--- src/rtl/xmd_pkg.sv ---
package xmd_pkg;
  localparam int CPU_AW  = 16;
  localparam int EXT_AW  = 19;
  localparam int PAGE_W  = 6;
  localparam int OFF_W   = 13;
  localparam int NPAGE   = 2;
  localparam int DATA_W  = 16;

  // inclusive range test on a CPU address
  function automatic logic in_span(input logic [CPU_AW-1:0] a,
                                   input logic [CPU_AW-1:0] lo,
                                   input logic [CPU_AW-1:0] hi);
    return (a >= lo) && (a <= hi);
  endfunction

  // banked external address: page bits above window offset
  function automatic logic [EXT_AW-1:0] banked_addr(input logic [PAGE_W-1:0] pg,
                                                    input logic [OFF_W-1:0] off);
    return EXT_AW'({pg, off});
  endfunction
endpackage

--- src/rtl/xmd_regs.sv ---
module xmd_regs
  import xmd_pkg::*;
#(
  parameter int AW = CPU_AW,
  parameter int DW = DATA_W,
  parameter int PW = PAGE_W,
  parameter int NP = NPAGE,
  parameter logic [AW-1:0] PAGE_BASE   = 16'hC018,
  parameter int            PAGE_STRIDE = 2,
  parameter logic [AW-1:0] MERGE_ADDR  = 16'hC03A,
  parameter logic [AW-1:0] UPEN_ADDR   = 16'hC03C
) (
  input  logic                 clk,
  input  logic                 rst_n,
  input  logic                 wr,
  input  logic [AW-1:0]        addr,
  input  logic [DW-1:0]        wdata,
  output logic [DW-1:0]        rdata,
  output logic [NP-1:0][PW-1:0] page_o,
  output logic                 ram_merge,
  output logic                 rom_merge,
  output logic                 upper_en
);
  logic [1:0] merge_q;
  logic       upen_q;
  logic [NP-1:0] page_hit;
  logic merge_hit, upen_hit;

  logic unused_wdata_hi;
  assign unused_wdata_hi = ^wdata[DW-1:PW];

  assign merge_hit = (addr == MERGE_ADDR);
  assign upen_hit  = (addr == UPEN_ADDR);

  for (genvar g = 0; g < NP; g++) begin : g_page
    localparam logic [AW-1:0] REG_ADDR = AW'(PAGE_BASE + AW'(g * PAGE_STRIDE));
    assign page_hit[g] = (addr == REG_ADDR);

    always_ff @(posedge clk) begin
      if (!rst_n)                  page_o[g] <= '0;
      else if (wr && page_hit[g])  page_o[g] <= wdata[PW-1:0];
    end

    p_page_write_r9: assert property (@(posedge clk) disable iff (!rst_n)
      (wr && page_hit[g]) |=> (page_o[g] == $past(wdata[PW-1:0])));
    p_page_hold_r9: assert property (@(posedge clk) disable iff (!rst_n)
      !(wr && page_hit[g]) |=> $stable(page_o[g]));
  end

  always_ff @(posedge clk) begin
    if (!rst_n) begin
      merge_q <= '0;
      upen_q  <= 1'b0;
    end else if (wr) begin
      if (merge_hit) merge_q <= wdata[1:0];
      if (upen_hit)  upen_q  <= wdata[0];
    end
  end

  assign ram_merge = merge_q[0];
  assign rom_merge = merge_q[1];
  assign upper_en  = upen_q;

  always_comb begin
    rdata = '0;
    for (int i = 0; i < NP; i++)
      if (page_hit[i]) rdata = DW'(page_o[i]);
    if (merge_hit) rdata = DW'(merge_q);
    if (upen_hit)  rdata = DW'(upen_q);
  end
endmodule

--- src/rtl/xmd_select.sv ---
module xmd_select
  import xmd_pkg::*;
#(
  parameter int AW = CPU_AW,
  parameter logic [AW-1:0] WIN_LO = 16'h8000,
  parameter logic [AW-1:0] WIN_HI = 16'hBFFF,
  parameter logic [AW-1:0] RAM_LO = 16'h4000,
  parameter logic [AW-1:0] RAM_HI = 16'h7FFF,
  parameter logic [AW-1:0] ROM_LO = 16'hC000,
  parameter logic [AW-1:0] ROM_HI = 16'hDFFF,
  parameter int            HOLE_BYTES = 256
) (
  input  logic          clk,
  input  logic          rst_n,
  input  logic [AW-1:0] addr,
  input  logic          valid,
  input  logic          ram_merge,
  input  logic          rom_merge,
  output logic          mem_sel_n,
  output logic          ram_sel_n,
  output logic          rom_sel_n
);
  localparam logic [AW-1:0] HOLE_HI = AW'(ROM_LO + AW'(HOLE_BYTES - 1));

  logic in_win, in_ram_base, in_rom_base, in_hole;
  logic want_mem, want_ram, want_rom;

  assign in_win      = in_span(addr, WIN_LO, WIN_HI);
  assign in_ram_base = in_span(addr, RAM_LO, RAM_HI);
  assign in_rom_base = in_span(addr, ROM_LO, ROM_HI);
  assign in_hole     = in_span(addr, ROM_LO, HOLE_HI);

  assign want_mem = in_win;
  assign want_ram = in_ram_base || (ram_merge && in_win);
  assign want_rom = (in_rom_base && !in_hole) || (rom_merge && in_win);

  assign mem_sel_n = !(valid && want_mem);
  assign ram_sel_n = !(valid && want_ram);
  assign rom_sel_n = !(valid && want_rom);

  p_idle_sel_r2: assert property (@(posedge clk) disable iff (!rst_n)
    !valid |-> (mem_sel_n && ram_sel_n && rom_sel_n));
  p_mem_range_r3: assert property (@(posedge clk) disable iff (!rst_n)
    !mem_sel_n |-> (addr[AW-1 -: 2] == 2'b10));
  p_ram_range_r4: assert property (@(posedge clk) disable iff (!rst_n)
    !ram_sel_n |-> (addr[AW-1 -: 2] == 2'b01 || (ram_merge && !mem_sel_n)));
  p_rom_hole_r5: assert property (@(posedge clk) disable iff (!rst_n)
    (addr[AW-1 -: 8] == 8'hC0) |-> rom_sel_n);
endmodule

--- src/rtl/xmd_xaddr.sv ---
module xmd_xaddr
  import xmd_pkg::*;
#(
  parameter int AW = CPU_AW,
  parameter int EW = EXT_AW,
  parameter int PW = PAGE_W,
  parameter int OW = OFF_W,
  parameter int NP = NPAGE,
  parameter logic [AW-1:0] WIN_BASE = 16'h8000
) (
  input  logic                  clk,
  input  logic                  rst_n,
  input  logic [AW-1:0]         addr,
  input  logic [NP-1:0][PW-1:0] page,
  input  logic                  upper_en,
  output logic [EW-1:0]         ext_addr
);
  localparam int LOW_W = AW - 1;
  localparam int UP_W  = EW - LOW_W;
  localparam int SEL_W = AW - OW;
  localparam logic [SEL_W-1:0] BASE_IDX = WIN_BASE[AW-1:OW];

  logic [NP-1:0] win_hit;
  logic [EW-1:0] raw_addr;

  for (genvar g = 0; g < NP; g++) begin : g_win
    assign win_hit[g] = (addr[AW-1:OW] == SEL_W'(BASE_IDX + SEL_W'(g)));
  end

  always_comb begin
    raw_addr = EW'(addr[LOW_W-1:0]);
    for (int i = 0; i < NP; i++)
      if (win_hit[i]) raw_addr = banked_addr(page[i], addr[OW-1:0]);
  end

  always_comb begin
    ext_addr = raw_addr;
    if (!upper_en) ext_addr[EW-1:LOW_W] = {UP_W{1'b1}};
  end

  p_upper_forced_r8: assert property (@(posedge clk) disable iff (!rst_n)
    !upper_en |-> (ext_addr[EW-1:LOW_W] == {UP_W{1'b1}}));
  p_bank_a_r6: assert property (@(posedge clk) disable iff (!rst_n)
    (win_hit[0] && upper_en) |-> (ext_addr == {page[0], addr[OW-1:0]}));
  p_flat_r7: assert property (@(posedge clk) disable iff (!rst_n)
    (win_hit == '0 && upper_en) |-> (ext_addr[EW-1:LOW_W] == '0 && ext_addr[LOW_W-1:0] == addr[LOW_W-1:0]));
endmodule

--- src/rtl/xmem_bank_decoder.sv ---
module xmem_bank_decoder
  import xmd_pkg::*;
#(
  parameter int AW = CPU_AW,
  parameter int EW = EXT_AW,
  parameter int DW = DATA_W
) (
  input  logic          clk,
  input  logic          rst_n,
  input  logic [AW-1:0] cpu_addr,
  input  logic          cpu_valid,
  input  logic          reg_wr,
  input  logic [AW-1:0] reg_addr,
  input  logic [DW-1:0] reg_wdata,
  output logic [DW-1:0] reg_rdata,
  output logic          mem_sel_n,
  output logic          ram_sel_n,
  output logic          rom_sel_n,
  output logic [EW-1:0] ext_addr
);
  logic [NPAGE-1:0][PAGE_W-1:0] page;
  logic ram_merge, rom_merge, upper_en;

  xmd_regs #(.AW(AW), .DW(DW)) regs_i (
    .clk(clk), .rst_n(rst_n), .wr(reg_wr), .addr(reg_addr), .wdata(reg_wdata),
    .rdata(reg_rdata), .page_o(page), .ram_merge(ram_merge),
    .rom_merge(rom_merge), .upper_en(upper_en)
  );

  xmd_select #(.AW(AW)) sel_i (
    .clk(clk), .rst_n(rst_n), .addr(cpu_addr), .valid(cpu_valid),
    .ram_merge(ram_merge), .rom_merge(rom_merge),
    .mem_sel_n(mem_sel_n), .ram_sel_n(ram_sel_n), .rom_sel_n(rom_sel_n)
  );

  xmd_xaddr #(.AW(AW), .EW(EW)) xaddr_i (
    .clk(clk), .rst_n(rst_n), .addr(cpu_addr), .page(page),
    .upper_en(upper_en), .ext_addr(ext_addr)
  );
endmodule

--- config.mk ---
export PLATFORM = sky130hd
export DESIGN_NAME = xmem_bank_decoder
export DESIGN_NICKNAME = d
export VERILOG_FILES = /design/src/rtl/xmd_pkg.sv /design/src/rtl/xmd_regs.sv /design/src/rtl/xmd_select.sv /design/src/rtl/xmd_xaddr.sv /design/src/rtl/xmem_bank_decoder.sv
export SDC_FILE = /design/constraint.sdc
export NUM_CORES = 1
export LEC_CHECK = 0
export BUFFER_PORTS_ARGS = -buffer_cell sky130_fd_sc_hd__buf_2
export CORE_MARGIN = 2
export CORE_UTILIZATION = 42
export CTS_CLUSTER_SIZE = 12
export DETAILED_ROUTE_END_ITERATION = 10
export HOLD_SLACK_MARGIN = 0.15
export PLACE_DENSITY_LB_ADDON = 0.1
export REMOVE_ABC_BUFFERS = 1
export SLEW_MARGIN = 20
export SYNTH_ARGS = -nofsm -noshare
export SYNTH_HDL_FRONTEND = slang
export SYNTH_SLANG_ARGS = --single-unit
--- constraint.sdc ---
create_clock -name clk -period 2.5 [get_ports clk]
set_clock_uncertainty 0.1 [all_clocks]
set_input_delay 0.125 -clock clk [delete_from_list [all_inputs] [get_ports clk]]
set_output_delay 0.125 -clock clk [all_outputs]
set_load 0.1 [all_outputs]
==> metrics <==
Hold Crit Start cpu_addr[3]; CTS clk-pin slew, worst paths 100 ps; Fin. Hold Viols 0; Final #Nets 238; layout filler cell count 235; unrepaired setup endpoints after global routing false; P_leak 0.000618 uW; worst-skew pair later-pin latency 290 ps; total number of vias 1106; post-CTS setup buffers 0; Achievable Freq 442 MHz; Total GRT Usage 19.6%; post-CTS resize count 0; GRT overflow 0; critical setup path kind in2reg; worst r2r src regs_i.upper_en; startpoint type of the worst setup path input port; share of cells above drive strength 1 35.7%; Post-synth ARST share 0%; MaxCap Viol Count 0; CTS Buf Count 3; Worst R2R Setup Slack 1060 ps; overall power 589 uW; FF+latch count, synth 15; via/cell ratio 5.14; crit path DAT 2400 ps; hold endpoint ext_addr[3]; IO buf count 53; Req. time, crit path 2640 ps; clock sink count 15; Die Height 56.4 um; leading area contributor after synthesis dfxtp_1; switch share 41.5%; diode count 0; DIE AREA 3180 sq um; Comb pwr share 35.2%; Int Pwr 345 uW; routability-driven placement congestion ratio 0.773; residual DRC count 0; Cells after Synth 138; Max transition margin 65.9%; post-synth cell types 29; Routed Antenna Nets 0; H-Tree Depth 1; CTS Hold Bufs 9; Cell Pwr Density 418 nW/um^2; worst r2r path cells 3; Reg area 300 sq um; NetSw 245 uW; Hold Crit Class in2out; Area Overhead vs Synth 22.6%; post-synth top area share 26.1%; most frequent cell after synthesis nand2_1; fin util 55.5%; fin cells 215; Clock power frac 24.3%; Final setup viols 0; Inst Count DP 202; final wirelength 3010 um; worst-margin pin slew 511 ps; First-pass DRT Iterations 4; Peak VDD IR 0.286 mV; fin crit period 2260 ps; status finished clean; sequential fraction of the synthesis area 26.1%; io pins 90; synth top area cells dfxtp_1 26%, mux2i_1 20%, buf_4 15%, nand2_1 8.8%, o21ai_0 3.5%; Starting Density 45.2%; Row Count 18; Main synth FF type dfxtp_1; Detailed Place HPWL 2300 um; Starting DRT DRC Count 20; Setup crit end kind flop; Mapped Avg Cell Area 8.34 sq um; wire per inst 14.0 um; antenna violations before repair 0; Core Area 2540 sq um; pin count of the biggest net entering global routing 22; die width 56.4 um; Final Slew Violations 0; CTS tree yes; period utilisation layout 90.5%; Post-synth EDFFs 0; Root Driver clkbuf_4; TNS Setup 0 ps; most frequent cells after synthesis 27 x nand2_1, 23 x buf_4, 23 x mux2i_1; worst hold path cell count 0; global-route wire length before repair 4900 um; Yosys Warn Count 0; sequential share of power 40.5%; vias in the first global route 1036; Clock Tree Buf Depth 2; r2r endpoint regs_i.upper_en; CP max FO 6; Post-Synthesis Cell Area 1150 sq um; multi-input logic area 677 sq um
[per-layer routing]
layer | share of wire [%] | track usage, % | vias to the layer above | routed length (um)
met3 | 13 | 10.8 | 2 | 400
li1 | - | - | 543 | -
met1 | 41 | 23.8 | 499 | 1220
met4 | 0.56 | 4.76 | 0 | 17
met5 | 0 | 0 | - | 0
met2 | 46 | 30.3 | 62 | 1370
[how the worst max path moves through the flow]
stage | cells after the start | startpoint | slack, ps | endpoint
floorplan | 2 | reg_addr[2] | -420 | reg_rdata[1]
global placement | 6 | reg_addr[8] | 480 | reg_rdata[2]
detailed placement | 6 | reg_addr[8] | 470 | reg_rdata[5]
CTS | 7 | reg_wr | 240 | regs_i.page_o[2]
global route | 7 | reg_wr | 110 | regs_i.page_o[2]
finish | 7 | reg_wr | 240 | regs_i.page_o[2]
[metrics by stage]
step | area [sq um] | worst slack, ps | hold WS (ps)
floorplan | 992 | -418 | 150
global placement | 1290 | 476 | 151
detailed placement | 1290 | 465 | 151
CTS | 1410 | 242 | 150
global route | 1410 | 108 | 151
finish | 1410 | 239 | 151
[logic make-up after synthesis]
| logic type | after synthesis | synth area share (%) |
|---|---|---|
| multiplexers | 26 | 22.9 |
| AND/OR/NAND/NOR | 50 | 25.1 |
| flip-flops | 15 | 26.1 |
| AO/OA/AOI/OAI | 14 | 7.50 |
| buffers and inverters | 32 | 18.0 |
| other | 1 | 0.326 |
[cell type report]
| type | count | area share (%) |
|---|---|---|
| sequential | 15 | 21.3 |
| multi-input combinational | 100 | 48.0 |
| tap | 30 | 2.66 |
| timing repair buffer | 62 | 25.2 |
| inverter | 4 | 1.06 |
| clock buffer | 4 | 1.86 |
[critical path, stage by stage]
cell and delay (ps):
dlygate4sd3_1 520, buf_2 110, and4bb_2 230, nand4_2 200, nor3_4 420, mux2i_1 230, dlygate4sd3_1 550
[power by group through the flow]
stage | logic (uW) | registers (uW) | clock network (uW)
after floorplan | 114 | 244 | 0
after global placement | 197 | 244 | 0
after detailed placement | 199 | 244 | 0
after CTS | 207 | 239 | 145
after global routing | 217 | 239 | 161
final | 208 | 239 | 143
[placed cells by master (no fill, tap or decap), types with 2 or more instances in the layout]
cell,netlist,final
buf_2,1,53
nand2_1,27,27
mux2i_1,23,23
dfxtp_1,15,15
conb_1,1,10
dlygate4sd3_1,0,9
nor2_1,8,8
o21ai_0,8,8
inv_1,4,4
mux2_2,3,3
clkbuf_4,0,3
a22oi_1,2,2
nand3_1,2,2
nor3_1,2,2
[state kept, by name, indices dropped and copies added (netlist names)]
register,count
regs_i.merge_q,2
regs_i.page_o,12
regs_i.upper_en,1
No activity file was read; power rests on OpenSTA's default activity.
